### src/rtl/mtc_pkg.sv
package mtc_pkg;
  typedef enum logic [1:0] {
    MODE_OFF   = 2'd0,
    MODE_SYNC  = 2'd1,
    MODE_ASYNC = 2'd2,
    MODE_ASYM  = 2'd3
  } chk_mode_e;
endpackage

### src/rtl/mtc_tag_store.sv
module mtc_tag_store #(
  parameter int TAG_W = 4,
  parameter int DEPTH = 64,
  localparam int IDX_W = $clog2(DEPTH)
) (
  input  logic             clk_i,
  input  logic             rst_ni,
  input  logic             we_i,
  input  logic [IDX_W-1:0] waddr_i,
  input  logic [TAG_W-1:0] wdata_i,
  input  logic [IDX_W-1:0] raddr_a_i,
  output logic [TAG_W-1:0] rdata_a_o,
  input  logic [IDX_W-1:0] raddr_b_i,
  output logic [TAG_W-1:0] rdata_b_o
);
  logic [TAG_W-1:0] tag_q [DEPTH];

  for (genvar g = 0; g < DEPTH; g++) begin : g_entry
    always_ff @(posedge clk_i or negedge rst_ni) begin
      if (!rst_ni)                               tag_q[g] <= '0;
      else if (we_i && waddr_i == IDX_W'(g))     tag_q[g] <= wdata_i;
    end
  end

  assign rdata_a_o = tag_q[raddr_a_i];
  assign rdata_b_o = tag_q[raddr_b_i];
endmodule

### src/rtl/mtc_painter.sv
module mtc_painter #(
  parameter int TAG_W = 4,
  parameter int IDX_W = 6,
  localparam int CNT_W = IDX_W + 1
) (
  input  logic             clk_i,
  input  logic             rst_ni,
  input  logic             cmd_valid_i,
  input  logic [IDX_W-1:0] cmd_base_i,
  input  logic [CNT_W-1:0] cmd_count_i,
  input  logic [TAG_W-1:0] cmd_tag_i,
  output logic             busy_o,
  output logic             we_o,
  output logic [IDX_W-1:0] waddr_o,
  output logic [TAG_W-1:0] wdata_o
);
  logic [IDX_W-1:0] cur_q;
  logic [CNT_W-1:0] rem_q;
  logic [TAG_W-1:0] tag_q;
  logic             busy_q;
  logic             accept;

  assign accept = cmd_valid_i && !busy_q && (cmd_count_i != '0);

  // first granule is written at the accepting edge
  always_comb begin
    we_o    = accept || busy_q;
    waddr_o = busy_q ? cur_q : cmd_base_i;
    wdata_o = busy_q ? tag_q : cmd_tag_i;
  end

  always_ff @(posedge clk_i or negedge rst_ni) begin
    if (!rst_ni) begin
      busy_q <= 1'b0;
      cur_q  <= '0;
      rem_q  <= '0;
      tag_q  <= '0;
    end else if (busy_q) begin
      cur_q  <= cur_q + 1'b1;
      rem_q  <= rem_q - 1'b1;
      busy_q <= (rem_q != CNT_W'(1));
    end else if (accept) begin
      cur_q  <= cmd_base_i + 1'b1;
      rem_q  <= cmd_count_i - 1'b1;
      tag_q  <= cmd_tag_i;
      busy_q <= (cmd_count_i != CNT_W'(1));
    end
  end

  assign busy_o = busy_q;

  p_paint_end_r9: assert property (@(posedge clk_i) disable iff (!rst_ni)
    busy_q && rem_q == CNT_W'(1) |=> !busy_q);
  p_paint_nonzero_r9: assert property (@(posedge clk_i) disable iff (!rst_ni)
    busy_q |-> rem_q != '0);
endmodule

### src/rtl/mtc_async_log.sv
module mtc_async_log #(
  parameter int PTR_W = 64
) (
  input  logic             clk_i,
  input  logic             rst_ni,
  input  logic             fault_i,
  input  logic [PTR_W-1:0] addr_i,
  input  logic             clr_i,
  output logic             flag_o,
  output logic [PTR_W-1:0] addr_o
);
  always_ff @(posedge clk_i or negedge rst_ni) begin
    if (!rst_ni) begin
      flag_o <= 1'b0;
      addr_o <= '0;
    end else if (fault_i && (!flag_o || clr_i)) begin
      flag_o <= 1'b1;
      addr_o <= addr_i;
    end else if (clr_i) begin
      flag_o <= 1'b0;
    end
  end

  p_sticky_r7: assert property (@(posedge clk_i) disable iff (!rst_ni)
    flag_o && !clr_i |=> flag_o && $stable(addr_o));
  p_clr_r8: assert property (@(posedge clk_i) disable iff (!rst_ni)
    clr_i && !fault_i |=> !flag_o);
  p_capture_r5: assert property (@(posedge clk_i) disable iff (!rst_ni)
    fault_i |=> flag_o);
endmodule

### src/rtl/mem_tag_check.sv
module mem_tag_check
  import mtc_pkg::*;
#(
  parameter int PTR_W   = 64,
  parameter int TAG_W   = 4,
  parameter int KEY_LSB = 56,
  parameter int GRAN_LG = 4,
  parameter int DEPTH   = 64,
  parameter int SIZE_W  = 2,
  localparam int IDX_W  = $clog2(DEPTH),
  localparam int CNT_W  = IDX_W + 1
) (
  input  logic             clk_i,
  input  logic             rst_ni,
  input  logic [1:0]       mode_i,
  input  logic             req_valid_i,
  input  logic             req_write_i,
  input  logic [PTR_W-1:0] req_ptr_i,
  input  logic [SIZE_W-1:0] req_size_i,
  output logic             req_ready_o,
  output logic             acc_go_o,
  output logic             sync_fault_o,
  input  logic             set_valid_i,
  input  logic [IDX_W-1:0] set_base_i,
  input  logic [CNT_W-1:0] set_count_i,
  input  logic [TAG_W-1:0] set_tag_i,
  output logic             set_busy_o,
  input  logic             async_clr_i,
  output logic             async_flag_o,
  output logic [PTR_W-1:0] async_addr_o
);
  chk_mode_e        mode;
  logic             we;
  logic [IDX_W-1:0] waddr;
  logic [TAG_W-1:0] wdata;
  logic [IDX_W-1:0] idx_a, idx_b;
  logic [TAG_W-1:0] lock_a, lock_b, key;
  logic [GRAN_LG:0] end_off;
  logic             spans, mismatch, take, sync_chk, async_fault;

  assign mode = chk_mode_e'(mode_i);

  mtc_painter #(.TAG_W(TAG_W), .IDX_W(IDX_W)) u_painter (
    .clk_i, .rst_ni,
    .cmd_valid_i (set_valid_i),
    .cmd_base_i  (set_base_i),
    .cmd_count_i (set_count_i),
    .cmd_tag_i   (set_tag_i),
    .busy_o      (set_busy_o),
    .we_o        (we),
    .waddr_o     (waddr),
    .wdata_o     (wdata)
  );

  mtc_tag_store #(.TAG_W(TAG_W), .DEPTH(DEPTH)) u_store (
    .clk_i, .rst_ni,
    .we_i      (we),
    .waddr_i   (waddr),
    .wdata_i   (wdata),
    .raddr_a_i (idx_a),
    .rdata_a_o (lock_a),
    .raddr_b_i (idx_b),
    .rdata_b_o (lock_b)
  );

  // granule crossing: offset of last byte overflows the granule
  assign end_off = {1'b0, req_ptr_i[GRAN_LG-1:0]}
                 + (((GRAN_LG+1)'(1)) << req_size_i) - (GRAN_LG+1)'(1);
  assign spans   = end_off[GRAN_LG];
  assign idx_a   = req_ptr_i[GRAN_LG +: IDX_W];
  assign idx_b   = idx_a + 1'b1;
  assign key     = req_ptr_i[KEY_LSB +: TAG_W];

  assign mismatch = (key != lock_a) || (spans && (key != lock_b));

  assign req_ready_o = !set_busy_o;
  assign take        = req_valid_i && req_ready_o;

  always_comb begin
    unique case (mode)
      MODE_SYNC: sync_chk = 1'b1;
      MODE_ASYM: sync_chk = !req_write_i;
      default:   sync_chk = 1'b0;
    endcase
  end

  assign sync_fault_o = take && mismatch && sync_chk;
  assign acc_go_o     = take && !(mismatch && sync_chk);
  assign async_fault  = take && mismatch && !sync_chk && (mode != MODE_OFF);

  mtc_async_log #(.PTR_W(PTR_W)) u_log (
    .clk_i, .rst_ni,
    .fault_i (async_fault),
    .addr_i  (req_ptr_i),
    .clr_i   (async_clr_i),
    .flag_o  (async_flag_o),
    .addr_o  (async_addr_o)
  );

  p_sync_block_r4: assert property (@(posedge clk_i) disable iff (!rst_ni)
    sync_fault_o |-> !acc_go_o);
  p_off_pass_r3: assert property (@(posedge clk_i) disable iff (!rst_ni)
    take && mode == MODE_OFF |-> acc_go_o && !sync_fault_o && !async_fault);
  p_async_go_r5: assert property (@(posedge clk_i) disable iff (!rst_ni)
    take && mode == MODE_ASYNC |-> acc_go_o && !sync_fault_o);
  p_asym_store_r6: assert property (@(posedge clk_i) disable iff (!rst_ni)
    take && mode == MODE_ASYM && req_write_i |-> acc_go_o);
  p_busy_hold_r10: assert property (@(posedge clk_i) disable iff (!rst_ni)
    set_busy_o |-> !acc_go_o && !sync_fault_o);
endmodule

### config.mk
export PLATFORM = sky130hd
export DESIGN_NAME = mem_tag_check
export DESIGN_NICKNAME = d
export VERILOG_FILES = /design/src/rtl/mtc_pkg.sv /design/src/rtl/mtc_tag_store.sv /design/src/rtl/mtc_painter.sv /design/src/rtl/mtc_async_log.sv /design/src/rtl/mem_tag_check.sv
export SDC_FILE = /design/constraint.sdc
export NUM_CORES = 1
export LEC_CHECK = 0
export CAP_MARGIN = 20
export CORE_AREA = 8 8 163 280
export CTS_CLUSTER_SIZE = 12
export DETAILED_ROUTE_END_ITERATION = 8
export DIE_AREA = 0 0 171 288
export DONT_BUFFER_PORTS = 1
export PLACE_DENSITY = 0.62
export SLEW_MARGIN = 20
export SYNTH_ARGS = -nofsm -noshare
export SYNTH_HDL_FRONTEND = slang
export SYNTH_SLANG_ARGS = --single-unit
### constraint.sdc
create_clock -name clk_i -period 3.5 [get_ports clk_i]
set_clock_uncertainty 0.1 [all_clocks]
set_input_delay 0.35 -clock clk_i [delete_from_list [all_inputs] [get_ports clk_i]]
set_output_delay 0.35 -clock clk_i [all_outputs]
set_load 0.01 [all_outputs]
==> impl_results.md, run 1 <==
* Fillers at 3,679
* Vias in the first global route at 14,200
* Minimum hold slack at -0.554 ns
* Final Max Tran Viols at 0
* # port buffers at 0
* Final Total Pwr at 17.2 mW
* Setup WS post-layout at -0.376 ns
* Diodes inserted at 0
* Max Fanout on Critical Path at 147
* Sequential-to-total area share from yosys stat at 0.459
* Post-Place Cells at 2,210
* Clk_lat worst skew at 0.53 ns
* GP Congestion at 0.905
* Nets at 1,894
* Crit start category: input port
* Die height at 288 µm
* Pre-CTS WS at -0.416 ns
* Post-route insts no fill at 2,360
* Routed WL per cell at 23.1 µm
* Clk buf depth at 3
* Slowest CP cell: mux4_2
* Clock-pin slew on the worst setup and hold paths at 0.06 ns
* Commonest non-fill, non-tap cells in the layout: dfrtp_1 (338), nand2_1 (202), nor2_1 (189), o21ai_0 (146), a21oi_1 (134)
* Critical-path cell list: ha_4, buf_8, mux4_2, nor2b_4, a221oi_2, buf_4, a2111oi_2, xor2_1, o41ai_4, a31o_1, nand2_2, a31oi_4, buf_6
* Post-Syn Instances at 1,662
* Cell variety after synth at 68
* Area Growth Syn to Fin at 17.7%
* Synth warn at 0
* HP Class: input port to asynchronous set/reset pin
* Post-synth EDFFs at 0
* Final setup fails at 66
* Status: finished, violations left
* Drt first pass iters at 5
* Leakage at 9.55 nW
* Worst slew pin tran at 1.03 ns
* Detailed-route DRC error count at 0
* I/O pin cnt at 160
* Post-Syn Nets at 1,768
* Crit path time final at 3.88 ns
* Overflow left after global routing at 0
* Die Wd at 171 µm
* PwrDens at 790 nW/µm²
* Syn_area_per_cell at 11.1 µm²
* Root buffer cell: clkbuf_16
* Slew HR at 0.310
* Critical Path AT at 3.43 ns
* Rows at 99
* CP endpoint kind: output pin
* Initial Util at 0.444
* Fin crit share at 1.11
* Crit path largest cell delay at 0.52 ns
* Ys flop type: dfrtp_1
* Highest clock rate at 258 MHz
* Initial DRC Count at 892
* CTS Buf Count at 36
* Mapped cell area at 18,500 µm²
* Final hold violation count at 339
* Core Region at 41,600 µm²
* Register bit total from synthesis at 339
* Vias at 13,700
* Max cap viols at 0
* Layout cells sized above 1 at 0.223
* Clock sinks at 339
* CTS tree: done
* DR vias/cell at 5.82
* Async S/R FF share, synth at 1.00
* Die area at 49,200 µm²
* Post-DP HPWL at 37.0 mm
* Critical path class: input port to output pin
* ANT nets after route at 0
* WL final at 54.5 mm
* Req. time, crit path at 3.05 ns
* DP Area at 19,400 µm²
* Most common cell after layout, fill and taps aside: dfrtp_1
* Initial antenna violation count at 1
* First-pass GRT wire length at 83.8 mm
* GRT Total Usage at 0.220
* Violated checks: negative hold slack, negative setup slack
* RSZ-0062 raised after global routing: yes
* Peak VDD IR at 409 µV
* Hold buffer count at CTS at 71
* Largest net degree at the start of global routing at 340
* R2R cell count at 13
* Max H-tree Level at 2
* Final Cell Area at 21,700 µm²
[per-layer routing]
| layer | global-route usage | wire (µm) | vias to the layer above |
|---|---|---|---|
| met5 | 0 | 0 | - |
| met4 | 0.140 | 3800 | 0 |
| met3 | 0.0451 | 3960 | 168 |
| met2 | 0.381 | 27500 | 501 |
| met1 | 0.242 | 19300 | 6825 |
| li1 | - | - | 6236 |
[path summary, 6_finish.rpt]
kind / startpoint / endpoint / slack (ns)
setup / recovery: req_ptr_i[4] / acc_go_o / -0.38
hold / removal: rst_ni / u_log.addr_o[26] / -0.55
setup reg to reg: u_store.tag_q[39] / u_log.addr_o[15] / -0.02
hold reg to reg: u_store.tag_q[109] / u_store.tag_q[109] / 0.40
max in group asynchronous: rst_ni / u_store.tag_q[14] / 3.03
min in group clk_i: mode_i[1] / u_log.flag_o / 0.02
[kinds of logic (layout without fill, tap and decap cells)]
kind of cell | Yosys count | after routing | share of synthesized area
compound gates | 373 | 374 | 0.117
xor+xnor | 42 | 42 | 0.0203
fa+ha+maj | 15 | 15 | 0.0102
buf+inv | 134 | 276 | 0.0437
flops | 339 | 339 | 0.459
mux | 257 | 257 | 0.232
simple gates | 502 | 502 | 0.118
[repair_timing]
action	in CTS	in global routing
gates cloned	0	7
gates resized for setup	8	40
hold endpoints to repair	409	339
setup buffers	14	6
pin swaps	5	13
setup endpoints to repair	2	64
[critical path, delay by kind of cell]
kind / cells / cell delay, ns
compound gates: 5 / 1.12
mux: 1 / 0.52
buf+inv: 3 / 0.45
fa+ha+maj: 1 / 0.41
simple gates: 2 / 0.25
xor+xnor: 1 / 0.20
[state kept, by name, indices dropped and copies added (netlist names)]
signal            count
u_log.addr_o         64
u_log.flag_o          1
u_painter.busy_o      1
u_painter.cur_q       6
u_painter.rem_q       7
u_painter.tag_q       4
u_store.tag_q       256
[final cells by class]
type,count,area (µm²),share of cell area
clock inverters,3,42.5,0.00196
inverters,26,97.6,0.00449
multi-input cells,1190,9450,0.435
repair buffers,195,1930,0.0886
well taps,555,694,0.0319
clock buffers,52,1040,0.0479
flip-flops and latches,339,8480,0.390
[power by group]
part / total, mW / switching (mW) / internal, mW / leakage (nW)
Combinational: 6.15 / 3.00 / 3.15 / 4.70
Sequential: 7.36 / 1.67 / 5.69 / 4.33
Clock: 3.65 / 1.53 / 2.12 / 0.528
Total: 17.2 / 6.20 / 11.0 / 9.55
[cell usage after synthesis, types with 16 or more instances]
cell,instances,area [µm²]
nor2b_1,20,125
clkbuf_1,50,188
nand2_1,203,762
nor3_1,16,80.1
a21oi_1,134,671
o21ai_0,146,731
xor2_1,19,166
inv_1,24,90.1
nor2_1,189,709
mux2_2,19,214
nor3b_1,17,128
dfrtp_1,339,8480
mux4_2,109,2450
xnor2_1,22,193
mux2_4,60,901
mux2i_1,61,611
buf_2,19,95.1
[through the flow]
step	TNS [ns]	utilization
after floorplan	0	-
after global placement	-21.63	0.467
after detailed placement	-23.29	0.467
after CTS	-0.654	0.514
after global routing	-8.17	0.522
final	-7.02	0.522
Power figures use the tool's default switching activity.
==> run 2: changes to the inputs <==
--- a/config.mk
+++ b/config.mk
@@ -6,11 +6,13 @@
 export NUM_CORES = 1
 export LEC_CHECK = 0
+export ABC_AREA = 1
 export CAP_MARGIN = 20
-export CORE_AREA = 8 8 163 280
+export CORE_AREA = 8 8 164 283
 export CTS_CLUSTER_SIZE = 12
 export DETAILED_ROUTE_END_ITERATION = 8
-export DIE_AREA = 0 0 171 288
+export DIE_AREA = 0 0 172 291
 export DONT_BUFFER_PORTS = 1
 export PLACE_DENSITY = 0.62
+export SETUP_SLACK_MARGIN = 0.15
 export SLEW_MARGIN = 20
 export SYNTH_ARGS = -nofsm -noshare
==> constraint.sdc (replaced) <==
create_clock -name clk_i -period 3.5 [get_ports clk_i]
set_clock_uncertainty 0.1 [all_clocks]
set_input_delay 0.7 -clock clk_i [delete_from_list [all_inputs] [get_ports clk_i]]
set_output_delay 0.7 -clock clk_i [all_outputs]
set_load 0.01 [all_outputs]
==> run 2 against run 1 <==
Effect of this change: the run still ends with negative hold slack, negative setup slack left; register-to-register slack better by 0.71 ns; synthesized area up 2.4%; highest routed layer unchanged; core utilization decreased by 2.2 points; critical path type unchanged; first-iteration DRC count up 72%; critical endpoint is now sync_fault_o; sequential power fell by 16%; largest cell class unchanged; cell count grew 37%; fmax is 1.9% higher; via count grew 32%; sequential share of layout area grew 0.68 points.
==> impl_results.md, run 2 <==
* Initial Util at 0.443
* Mapped cell area at 18,900 µm²
* PwrDens at 687 nW/µm²
* Setup TNS at -0.596 ns
* # port buffers at 0
* Post-synth EDFFs at 0
* Nets at 2,766
* WP buf/inv at 3
* ANT nets after route at 0
* Crit start category: input port
* CP endpoint kind: output pin
* Peak VDD IR at 635 µV
* Layout cells sized above 1 at 0.0777
* Post-Place Cells at 3,175
* Max cap viols at 0
* Synth warn at 0
* Area Growth Syn to Fin at 13.0%
* Status: finished, violations left
* Post-Syn Nets at 2,811
* Critical path class: input port to output pin
* Vias in the first global route at 17,300
* Violated checks: negative hold slack, negative setup slack
* Diodes inserted at 0
* Clock power frac at 0.253
* Register bit total from synthesis at 339
* Rows at 101
* Req. time, crit path at 2.70 ns
* Switching power at 5.95 mW
* Final hold violation count at 195
* Worst slew pin tran at 1.40 ns
* GP Congestion at 0.950
* Die Wd at 172 µm
* RSZ-0062 raised after global routing: yes
* Overflow left after global routing at 0
* Routed WL per cell at 20.1 µm
* Initial antenna violation count at 0
* Slew HR at 0.0695
* Vias at 18,100
* WL final at 65.0 mm
* Detailed-route DRC error count at 0
* Root buffer cell: clkbuf_16
* Largest regs: u_store.tag_q: 256 flops, u_log.addr_o: 64 flops, u_painter.rem_q: 7 flops
* DR vias/cell at 5.58
* Clk buf depth at 3
* Post-route insts no fill at 3,242
* Final Total Pwr at 14.7 mW
* Most frequent cell after synthesis: nand2_1
* Core Region at 42,700 µm²
* Critical-path cell list: ha_4, buf_6, buf_16, buf_8, nor2_1, o21ai_0, nand3_1, nand3_4, nand3_2, nand3_2, nand2_1, nand2_1, nand2_1, nor2_2, nand2_2, nand2_2, nand2_4, nand2_4, nor2_4
* Most common cell after layout, fill and taps aside: nand2_1
* Post-Syn Instances at 2,705
* Clock-pin slew on the worst setup and hold paths at 0.06 ns
* Clk_lat worst skew at 0.54 ns
* Crit path time final at 3.80 ns
* CTS tree: done
* CP top delay family: simple AND/OR/NAND/NOR gates
* Async S/R FF share, synth at 1.00
* Drt first pass iters at 5
* Synth top area share at 0.448
* Largest cells by area after synthesis: dfrtp_1 (45%), nand2_1 (19%), o21ai_0 (9.7%), nand3_1 (9.0%), nor2_1 (4.0%)
* Minimum hold slack at -0.232 ns
* Logic gate share of total power at 0.324
* Final setup fails at 2
* Sequential-to-total area share from yosys stat at 0.448
* First-pass GRT wire length at 100 mm
* Sequential share of power at 0.423
* Syn_area_per_cell at 6.99 µm²
* Initial DRC Count at 1,538
* Setup WS post-layout at -0.304 ns
* I/O pin cnt at 160
* HP Class: input port to asynchronous set/reset pin
* Critical Path AT at 3.00 ns
* Max H-tree Level at 2
* Cell variety after synth at 31
* Leakage at 9.90 nW
* Synth area leader: dfrtp_1
* Slowest CP cell: ha_4
* Max FFs per register at 256
* Pint at 8.72 mW
* Final Max Tran Viols at 0
* Clock sinks at 339
* Commonest non-fill, non-tap cells in the layout: nand2_1 (953), o21ai_0 (358), dfrtp_1 (339), nand3_1 (300), nor2_1 (195)
* Post-DP HPWL at 43.9 mm
* Max Fanout on Critical Path at 334
* Crit path largest cell delay at 0.38 ns
* Cell mode on critical path: nand2_1
* Die area at 50,100 µm²
* Highest clock rate at 263 MHz
* Final design utilization at 0.500
* Sw Ratio at 0.406
* Pre-CTS WS at -0.238 ns
* Die height at 291 µm
* Largest net degree at the start of global routing at 340
* Top reg by flops: u_store.tag_q
* Synth cell count leaders: nand2_1 (958), o21ai_0 (367), nand3_1 (340)
* Fin crit share at 1.09
* GRT Total Usage at 0.256
* Ys flop type: dfrtp_1
* CTS Buf Count at 36
run 2: path summary, 6_finish.rpt:
path	slack [ns]	cells past startpoint	startpoint	to
worst max-delay path	-0.30	19	req_ptr_i[4]	sync_fault_o
worst min-delay path	-0.23	0	rst_ni	u_store.tag_q[194]
worst max register to register	0.69	10	u_painter.busy_o	u_store.tag_q[90]
worst min register to register	0.39	2	u_painter.tag_q[3]	u_painter.tag_q[3]
max in group asynchronous	2.41	0	rst_ni	u_store.tag_q[172]
min in group clk_i	0.21	2	req_ptr_i[56]	u_log.addr_o[56]
run 2: area by class of cell:
cell class	instances	area [µm²]
inverter	156	596
fill	4255	21300
multi-input combinational	2044	9390
sequential	339	8480
clock inverter	2	12.5
timing repair buffer	83	1100
tap	566	708
clock buffer	52	1080
run 2: power by group through the flow:
stage                     combinational [mW]  clock (mW)  sequential [mW]
after floorplan                         3.05           0             5.88
after global placement                  4.50           0             6.23
after detailed placement                4.59           0             6.25
after CTS                               4.73        3.78             6.20
after global routing                    5.31        3.93             6.34
final                                   4.76        3.71             6.21
run 2: logic make-up (layout without fill, tap and decap cells):
family                     count (synthesis)  in the layout  share of synthesized area
buffers and inverters                    322            293                     0.0720
adders and majority gates                 15             15                    0.00992
xor gates and xnor gates                  13             13                    0.00642
DFF                                      339            339                      0.448
and+or+nand+nor                         1593           1593                      0.350
AOI/OAI and AO/OA                        423            423                      0.113
run 2: per-stage QoR:
step | hold WS (ns) | cell area (µm²)
CTS | -0.246 | 21200
finish | -0.232 | 21400
detailed placement | 0.318 | 19700
global placement | 0.322 | 19700
global route | -0.244 | 21400
floorplan | 0.304 | 19000
run 2: what timing repair did:
item / CTS / global route
pin swaps: 13 / 21
resized for setup: 52 / 28
setup buffers: 7 / 0
endpoints found under the setup margin: 2 / 2
gates cloned: 5 / 1
endpoints found under the hold margin: 339 / 339
run 2: routing by layer:
| metal | up-vias | share of wire | global-route usage |
|---|---|---|---|
| li1 | 8714 | - | - |
| met3 | 180 | 0.071 | 0.0372 |
| met4 | 0 | 0.064 | 0.147 |
| met2 | 712 | 0.49 | 0.432 |
| met1 | 8492 | 0.38 | 0.303 |
| met5 | - | 0 | 0 |
